$ cat src/rtl/jpad_pkg.sv
package jpad_pkg;

    typedef enum logic [1:0] {
        SEL_BOTH  = 2'b00,
        SEL_LOW   = 2'b01,
        SEL_HIGH  = 2'b10,
        SEL_INDEX = 2'b11
    } jpad_sel_e;

    localparam jpad_sel_e SEL_RESET = SEL_INDEX;

endpackage

$ cat src/rtl/jpad_btn_sync.sv
module jpad_btn_sync #(
    parameter int BTN_W = 8
) (
    input  logic             clk,
    input  logic             rst_n,
    input  logic [BTN_W-1:0] btn_i,
    output logic [BTN_W-1:0] btn_o
);
    typedef struct packed {
        logic [BTN_W-1:0] btn;
    } sync_state_t;

    sync_state_t st_d, st_q;

    always_comb begin
        st_d     = st_q;
        st_d.btn = btn_i;
    end

    always_ff @(posedge clk or negedge rst_n) begin
        if (!rst_n) st_q <= '0;
        else        st_q <= st_d;
    end

    assign btn_o = st_q.btn;
endmodule

$ cat src/rtl/jpad_row_mux.sv
module jpad_row_mux
    import jpad_pkg::*;
#(
    parameter int BTN_W = 8,
    parameter int IDX_W = 2
) (
    input  jpad_sel_e          sel_i,
    input  logic [BTN_W-1:0]   btn_i,
    input  logic [IDX_W-1:0]   idx_i,
    input  logic               multi_i,
    output logic [BTN_W/2-1:0] row_o
);
    localparam int ROW_W = BTN_W / 2;

    logic [IDX_W-1:0] idx_eff;
    logic [BTN_W-1:0] btn_m;
    logic [ROW_W-1:0] keys;

    always_comb begin
        idx_eff = multi_i ? idx_i : '0;
        btn_m   = (idx_eff != '0) ? '0 : btn_i;
        unique case (sel_i)
            SEL_BOTH:  keys = btn_m[ROW_W-1:0] | btn_m[BTN_W-1:ROW_W];
            SEL_LOW:   keys = btn_m[ROW_W-1:0];
            SEL_HIGH:  keys = btn_m[BTN_W-1:ROW_W];
            default:   keys = ROW_W'(idx_eff);
        endcase
        row_o = ~keys;
    end
endmodule

$ cat src/rtl/jpad_edge_irq.sv
module jpad_edge_irq #(
    parameter int ROW_W = 4
) (
    input  logic             clk,
    input  logic             rst_n,
    input  logic [ROW_W-1:0] row_i,
    output logic [ROW_W-1:0] row_o,
    output logic             irq_o
);
    typedef struct packed {
        logic [ROW_W-1:0] row;
        logic             irq;
    } edge_state_t;

    edge_state_t st_d, st_q;

    always_comb begin
        st_d     = st_q;
        st_d.row = row_i;
        st_d.irq = |(st_q.row & ~row_i);
    end

    always_ff @(posedge clk or negedge rst_n) begin
        if (!rst_n) begin
            st_q.row <= '1;
            st_q.irq <= 1'b0;
        end else begin
            st_q <= st_d;
        end
    end

    assign row_o = st_q.row;
    assign irq_o = st_q.irq;

    p_irq_needs_fall_r7: assert property (@(posedge clk) disable iff (!rst_n)
        irq_o |-> (|($past(row_o) & ~row_o)));

    p_fall_gives_irq_r7: assert property (@(posedge clk) disable iff (!rst_n)
        (|($past(row_o) & ~row_o)) |-> irq_o);
endmodule

$ cat src/rtl/jpad_read_fmt.sv
module jpad_read_fmt
    import jpad_pkg::*;
#(
    parameter int ROW_W  = 4,
    parameter int DATA_W = 8
) (
    input  jpad_sel_e         sel_i,
    input  logic [ROW_W-1:0]  row_i,
    input  logic              filter_i,
    output logic [DATA_W-1:0] rd_o
);
    localparam int PAIRS = ROW_W / 2;

    logic             filt_on;
    logic [ROW_W-1:0] row_f;

    assign filt_on = filter_i && (sel_i == SEL_HIGH);

    for (genvar g = 0; g < PAIRS; g++) begin : g_pair
        assign row_f[2*g+1:2*g] = (filt_on && row_i[2*g+1:2*g] == 2'b00)
                                  ? 2'b11 : row_i[2*g+1:2*g];
    end

    always_comb begin
        rd_o                   = '1;
        rd_o[ROW_W+1:ROW_W]    = sel_i;
        rd_o[ROW_W-1:0]        = row_f;
    end
endmodule

$ cat src/rtl/jpad_matrix_port.sv
module jpad_matrix_port
    import jpad_pkg::*;
#(
    parameter int BTN_W  = 8,
    parameter int IDX_W  = 2,
    parameter int DATA_W = 8
) (
    input  logic              clk,
    input  logic              rst_n,
    input  logic              wr_en,
    input  logic [DATA_W-1:0] wr_data,
    input  logic [BTN_W-1:0]  buttons,
    input  logic [IDX_W-1:0]  ctrl_idx,
    input  logic              multi_en,
    input  logic              filter_en,
    output logic [DATA_W-1:0] rd_data,
    output logic              irq
);
    localparam int ROW_W   = BTN_W / 2;
    localparam int SEL_LSB = ROW_W;

    typedef struct packed {
        jpad_sel_e sel;
    } port_state_t;

    port_state_t st_d, st_q;

    logic [BTN_W-1:0] btn_q;
    logic [ROW_W-1:0] row_raw;
    logic [ROW_W-1:0] row_q;
    logic             unused_wr_bits;

    assign unused_wr_bits = ^{wr_data[DATA_W-1:SEL_LSB+2], wr_data[SEL_LSB-1:0]};

    always_comb begin
        st_d = st_q;
        if (wr_en) st_d.sel = jpad_sel_e'(wr_data[SEL_LSB+1:SEL_LSB]);
    end

    always_ff @(posedge clk or negedge rst_n) begin
        if (!rst_n) st_q.sel <= SEL_RESET;
        else        st_q     <= st_d;
    end

    jpad_btn_sync #(.BTN_W(BTN_W)) u_sync (
        .clk   (clk),
        .rst_n (rst_n),
        .btn_i (buttons),
        .btn_o (btn_q)
    );

    jpad_row_mux #(.BTN_W(BTN_W), .IDX_W(IDX_W)) u_mux (
        .sel_i   (st_q.sel),
        .btn_i   (btn_q),
        .idx_i   (ctrl_idx),
        .multi_i (multi_en),
        .row_o   (row_raw)
    );

    jpad_edge_irq #(.ROW_W(ROW_W)) u_edge (
        .clk   (clk),
        .rst_n (rst_n),
        .row_i (row_raw),
        .row_o (row_q),
        .irq_o (irq)
    );

    jpad_read_fmt #(.ROW_W(ROW_W), .DATA_W(DATA_W)) u_fmt (
        .sel_i    (st_q.sel),
        .row_i    (row_q),
        .filter_i (filter_en),
        .rd_o     (rd_data)
    );

    p_sel_write_r2: assert property (@(posedge clk) disable iff (!rst_n)
        wr_en |=> rd_data[SEL_LSB+1:SEL_LSB] == $past(wr_data[SEL_LSB+1:SEL_LSB]));

    p_sel_hold_r2: assert property (@(posedge clk) disable iff (!rst_n)
        !wr_en |=> $stable(st_q.sel));

    p_idx_mask_r6: assert property (@(posedge clk) disable iff (!rst_n)
        (multi_en && ctrl_idx != '0 && st_q.sel != SEL_INDEX) |-> row_raw == '1);

    p_filter_pairs_r8: assert property (@(posedge clk) disable iff (!rst_n)
        (filter_en && rd_data[SEL_LSB+1:SEL_LSB] == SEL_HIGH)
        |-> (rd_data[1:0] != 2'b00 && rd_data[3:2] != 2'b00));
endmodule

$ cat config.mk
export PLATFORM = sky130hd
export DESIGN_NAME = jpad_matrix_port
export DESIGN_NICKNAME = d
export VERILOG_FILES = /design/src/rtl/jpad_pkg.sv /design/src/rtl/jpad_btn_sync.sv /design/src/rtl/jpad_row_mux.sv /design/src/rtl/jpad_edge_irq.sv /design/src/rtl/jpad_read_fmt.sv /design/src/rtl/jpad_matrix_port.sv
export SDC_FILE = /design/constraint.sdc
export NUM_CORES = 1
export LEC_CHECK = 0
export BUFFER_PORTS_ARGS = -buffer_cell sky130_fd_sc_hd__clkbuf_2
export CAP_MARGIN = 20
export CORE_UTILIZATION = 42
export DETAILED_ROUTE_END_ITERATION = 8
export PLACE_DENSITY = 0.75
export SYNTH_ARGS = -nofsm -noshare
export SYNTH_HDL_FRONTEND = slang
export SYNTH_SLANG_ARGS = --single-unit
$ cat constraint.sdc
create_clock -name clk -period 1.6 [get_ports clk]
set_clock_uncertainty 0.2 [all_clocks]
set_input_delay 0.16 -clock clk [delete_from_list [all_inputs] [get_ports clk]]
set_output_delay 0.16 -clock clk [all_outputs]
set_load 0.02 [all_outputs]
==> results of run 1 <==
==> cell usage in the layout, fill, tap and decap left out <==
| cell | instances |
|---|---|
| o21ai_1 | 4 |
| and3_4 | 1 |
| clkbuf_2 | 19 |
| nand3b_1 | 1 |
| o21ai_2 | 1 |
| o22ai_1 | 2 |
| dlygate4sd3_1 | 15 |
| a21bo_2 | 1 |
| nor2b_1 | 4 |
| clkbuf_1 | 1 |
| clkbuf_4 | 3 |
| o21ai_0 | 2 |
| dfrtp_1 | 9 |
| dfstp_2 | 6 |
| a22oi_2 | 2 |
| o21bai_1 | 2 |
| o221ai_2 | 1 |
| inv_1 | 6 |
| conb_1 | 2 |
| mux2_2 | 2 |
| buf_4 | 6 |
==> final cells by class <==
| type | count | area, um^2 | share of cell area |
|---|---|---|---|
| Inverter | 6 | 22.5 | 0.0242 |
| Timing Repair Buffer | 40 | 290 | 0.312 |
| Sequential cell | 15 | 383 | 0.411 |
| Tap cell | 15 | 18.8 | 0.0202 |
| Multi-Input combinational cell | 25 | 190 | 0.204 |
| Clock buffer | 4 | 26.3 | 0.0282 |
==> power breakdown <==
| part | switching, mW | internal [mW] |
|---|---|---|
| Combinational | 0.102 | 0.101 |
| Sequential | 0.0138 | 0.422 |
| Clock | 0.110 | 0.0967 |
| Total | 0.226 | 0.621 |
==> registers in the layout, indices dropped and copies added, names as in the netlist <==
| register | count |
|---|---|
| u_sync.btn_o | 8 |
| u_edge.row_o | 4 |
| st_q | 2 |
| u_edge.irq_o | 1 |
==> metrics by stage <==
stage               TNS [ps]  utilization
finish                  -150        0.707
global route            -548        0.707
CTS                     -246        0.707
detailed placement         0        0.554
global placement           0        0.554
floorplan                  0            -
==> synthesized netlist by cell type <==
master and count:
a21bo_2 1, nand3b_1 1, o21ai_0 2, inv_1 6, o22ai_1 2, mux2_2 2
buf_4 2, o21ai_2 1, o21bai_1 2, o221ai_2 1, conb_1 1, o21ai_1 4
nor2b_1 4, dfstp_2 6, dfrtp_1 9, and3_4 1, a22oi_2 2
==> worst max path at each step <==
stage	startpoint	end	cells after the start
floorplan	st_q[1]$_DFFE_PN1P_	rd_data[2]	2
global placement	st_q[1]$_DFFE_PN1P_	rd_data[3]	3
detailed placement	st_q[1]$_DFFE_PN1P_	rd_data[3]	3
CTS	st_q[1]$_DFFE_PN1P_	rd_data[3]	3
global route	st_q[1]$_DFFE_PN1P_	rd_data[2]	3
finish	st_q[1]$_DFFE_PN1P_	rd_data[3]	3
==> repair_timing <==
| item | CTS | global route |
|---|---|---|
| hold buffers | 15 | 0 |
| hold endpoints to repair | 29 | 0 |
| pin swaps | 1 | 5 |
| endpoints found under the setup margin | 4 | 4 |
| setup buffers | 2 | 0 |
| gates resized for setup | 4 | 4 |
==> routing by layer <==
layer / routed length (um) / global-route usage
met1: 472 / 0.214
met2: 688 / 0.379
met3: 81 / 0.106
met4: 0 / 0.0776
met5: 0 / 0
==> logic make-up after synthesis <==
group                  count (synthesis)  synth area share
buffers and inverters                  8            0.0618
and+or+nand+nor                        6            0.0722
muxes                                  2            0.0371
other                                  1           0.00618
AOI/OAI and AO/OA                     15             0.192
DFF                                   15             0.631
==> run_results.csv, run 1 <==
group,metric,value,unit
worst_setup_path,cp_max_fo,4,
placement,hpwl,740,um
layout,fin_area,931,um^2
route,post_drt_via_cell_ratio,4.62,
sta,hold_viol_final,0,
worst_setup_path,ff2ff_path_depth,5,
synthesis,synthDominantCellAreaShare,0.371,
sta,maxSlewViolCount,0,
clock_tree,numCtsBuffers,3,
layout,area_growth,53.4,%
global_route,antenna_found_initial,0,
global_route,grt_max_degree,16,
route,avgRoutedWirePerCell,11.8,um
worst_setup_path,cp.required,1240,ps
placement,io_buffer_count,23,
sta,max_freq,604,MHz
clock_tree,root_buffer,"clkbuf_4",
worst_setup_path,path_delay_family,"flip-flops",
floorplanning,dieWidth,40.0,um
placement,gp_congestion,0.723,
global_route,grt_pass1_wl,2080,um
layout,instances_no_fill,105,
worst_setup_path,reg2reg_setup_slack,140,ps
worst_setup_path,worstSetupEndpointType,"output pin",
route,drc,0,
synthesis,ys_warn_count,0,
worst_setup_path,slowest_delay,550,ps
clock_tree,tritoncts,"built",
clock_tree,cts_sinks,15,
route,drtIter0Drc,3,
clock_tree,cts_htree_levels,1,
worst_setup_path,crit_chain,"nand3b_1 > o21bai_1 > buf_4",
synthesis,yosys-top-cells-area,"dfrtp_1 37%, dfstp_2 26%, a22oi_2 4.1%",
sta,setup_viol,4,
worst_setup_path,r2r_end,"u_edge.irq_o$_DFF_PN0_",
synthesis,synth_area,607,um^2
global_route,grt_pass1_vias,516,
layout,nets,114,
layout,diodes,0,
floorplanning,die_h,40.0,um
clock_tree,insertion_delay,280,ps
layout,fill_cells,96,
outcome,violations,"setup timing",
worst_setup_path,crit_buf_inv,1,
route,drtPass1Iterations,3,
synthesis,synthCells,47,
outcome,status,"finished with violations",
floorplanning,start_util,0.461,
synthesis,yosysTopAreaCell,"dfrtp_1",
global_route,grt_usage,0.215,
sta,postLayoutSetupSlackWorst,-54.4,ps
route,routed_wl,1240,um
power,cellPowerDensity,910,nW/um^2
worst_setup_path,worstSetupPathType,"flip-flop to output pin",
power,ir_worst_vdd,0.591,mV
job,max_cap_viol_count,0,
floorplanning,rows,13,
placement,dpl-instance-area,729,um^2
sta,holdWs,126,ps
power,power_leakage,0.441,nW
placement,dpl.cell_count,84,
route,num_vias,485,
placement,pre_cts_ws,137,ps
synthesis,syn_area_per_cell,12.9,um^2
synthesis,yosysSeqAreaShare,0.631,
route,postRouteAntennaNets,0,
worst_setup_path,cp-start-kind,"flip-flop",
floorplanning,io_pins,32,
sta,fin_crit_sh,1.03,
floorplanning,core,1320,um^2
sta,rsz0062_at_grt,"yes",
global_route,grt_remaining_overflow,0,
layout,drive_above_1_share,0.467,
power,total_power,0.847,mW
sta,fin_crit,1650,ps
worst_setup_path,worstPathArrival,1290,ps
clock_tree,path_clk_slew,90,ps
worst_setup_path,crit_slowest_cell,"dfstp_2",
worst_setup_path,reg2reg_from,"st_q[1]$_DFFE_PN1P_",
min_path,hold_path_class,"input port to asynchronous set/reset pin",
synthesis,yosysUniqueCellTypes,17,
clock_tree,clockBufferDepth,2,
floorplanning,dieArea,1600,um^2
synthesis,ys_ff_latch,15,
Power figures use the tool's default switching activity.
==> inputs of run 2 (changes only) <==
--- a/config.mk
+++ b/config.mk
@@ -10,6 +10,7 @@
 export CORE_UTILIZATION = 42
 export DETAILED_ROUTE_END_ITERATION = 8
 export PLACE_DENSITY = 0.75
+export RECOVER_POWER = 100
 export SYNTH_ARGS = -nofsm -noshare
 export SYNTH_HDL_FRONTEND = slang
 export SYNTH_SLANG_ARGS = --single-unit
==> run 2 against run 1 <==
Against the previous run: the flow still finishes with violations (setup timing); clock power about the same; sequential cell count unchanged; worst hold slack better by 140 ps; final cell count unchanged; combinational power down 4%; sequential share of layout area up 0.79 points; setup slack better by 3.7 ps.
==> run_results.csv, run 2 (synthesis results as in run 1) <==
group,metric,value,unit
route,num_vias,485,
clock_tree,cts_sinks,15,
power,ir_worst_vdd,0.589,mV
route,postRouteAntennaNets,0,
sta,maxSlewViolCount,0,
sta,holdWs,268,ps
layout,instances_no_fill,105,
global_route,antenna_found_initial,0,
sta,max_freq,606,MHz
placement,pre_cts_ws,137,ps
sta,tns,-135,ps
clock_tree,numCtsBuffers,3,
floorplanning,core,1320,um^2
layout,mostFrequentLayoutCell,"clkbuf_2",
global_route,grt_usage,0.215,
sta,fin_crit,1650,ps
clock_tree,root_buffer,"clkbuf_4",
route,routed_wl,1230,um
layout,drive_above_1_share,0.400,
worst_setup_path,cp-start-kind,"flip-flop",
outcome,status,"finished with violations",
clock_tree,tritoncts,"built",
worst_setup_path,worstSetupPathType,"flip-flop to output pin",
sta,fin_crit_sh,1.03,
placement,io_buffer_count,23,
global_route,grt_remaining_overflow,0,
floorplanning,dieArea,1600,um^2
worst_setup_path,cp_max_fo,4,
worst_setup_path,crit_slowest_cell,"dfstp_2",
floorplanning,start_util,0.461,
worst_setup_path,slowest_delay,550,ps
sta,slew-limit-headroom,0.496,
worst_setup_path,cp.required,1240,ps
layout,final_core_util,0.693,
layout,diodes,0,
job,max_cap_viol_count,0,
route,drtIter0Drc,3,
worst_setup_path,crit_chain,"nand3b_1 > o21bai_1 > buf_4",
route,post_drt_via_cell_ratio,4.62,
layout,area_growth,50.5,%
layout,fin_area,913,um^2
floorplanning,dieWidth,40.0,um
floorplanning,rows,13,
clock_tree,cts_htree_levels,1,
worst_setup_path,worstPathArrival,1290,ps
sta,postLayoutSetupSlackWorst,-50.7,ps
placement,dpl-instance-area,729,um^2
sta,tightestPinTransition,755,ps
worst_setup_path,worstSetupEndpointType,"output pin",
layout,largest_reg_flops,8,
layout,regArea,383,um^2
placement,hpwl,740,um
route,drc,0,
global_route,grt_max_degree,16,
outcome,violations,"setup timing",
power,total_power,0.839,mW
global_route,grt_pass1_wl,2080,um
floorplanning,io_pins,32,
clock_tree,insertion_delay,280,ps
placement,gp_congestion,0.723,
power,power_leakage,0.431,nW
placement,dpl.cell_count,84,
layout,fill_cells,103,
clock_tree,clockBufferDepth,2,
layout,mostFrequentLayoutCells,"16 x clkbuf_2, 15 x dlygate4sd3_1, 9 x dfrtp_1",
min_path,hold_path_class,"input port to asynchronous set/reset pin",
global_route,grt_pass1_vias,516,
layout,multiInputGateArea,176,um^2
sta,setup_viol,4,
clock_tree,path_clk_slew,90,ps
sta,rsz0062_at_grt,"yes",
route,drtPass1Iterations,2,
route,avgRoutedWirePerCell,11.7,um
floorplanning,die_h,40.0,um
power,cellPowerDensity,919,nW/um^2
sta,hold_viol_final,0,
layout,nets,114,
run 2: final cells by class:
class	count	share of cell area
Timing Repair Buffer	40	0.314
Tap cell	15	0.0205
Sequential cell	15	0.419
Multi-Input combinational cell	25	0.193
Clock buffer	4	0.0288
Inverter	6	0.0247
run 2: path summary, 6_finish.rpt:
check	from	to	slack [ps]	cells past startpoint
worst min register to register	u_sync.btn_o[7]$_DFF_PN0_	u_edge.row_o[3]$_DFF_PN1_	320	2
max in group asynchronous	rst_n	u_sync.btn_o[7]$_DFF_PN0_	450	2
worst min-delay path	rst_n	u_sync.btn_o[5]$_DFF_PN0_	270	2
min in group clk	u_sync.btn_o[7]$_DFF_PN0_	u_edge.row_o[3]$_DFF_PN1_	320	2
worst max-delay path	st_q[1]$_DFFE_PN1P_	rd_data[3]	-50	3
worst max register to register	st_q[0]$_DFFE_PN1P_	u_edge.irq_o$_DFF_PN0_	80	4
run 2: timing repair:
item / CTS / global route
hold endpoints to repair: 29 / 0
pin swaps: 1 / 5
setup buffers: 2 / 0
endpoints found under the setup margin: 4 / 4
hold buffers: 15 / 0
gates resized for setup: 4 / 4
run 2: worst max-delay path: cells and delay by family (launching register included):
| kind | cells | cell delay (ps) |
|---|---|---|
| DFF | 1 | 550 |
| AOI/OAI and AO/OA | 1 | 170 |
| buffers and inverters | 1 | 160 |
| and+or+nand+nor | 1 | 140 |
run 2: power breakdown:
part           leakage, nW  internal [mW]  switching [mW]
logic                0.248         0.0963          0.0990
clock network       0.0150         0.0967           0.111
registers            0.168          0.422          0.0135
total                0.431          0.615           0.224
run 2: layer usage:
layer | global-route usage | up-vias | wire length [um] | part of all wire
met1 | 0.214 | 220 | 464 | 0.38
met4 | 0.0776 | 0 | 0 | 0
met3 | 0.106 | 0 | 83 | 0.067
met2 | 0.379 | 21 | 684 | 0.56
met5 | 0 | - | 0 | 0
li1 | - | 244 | - | -
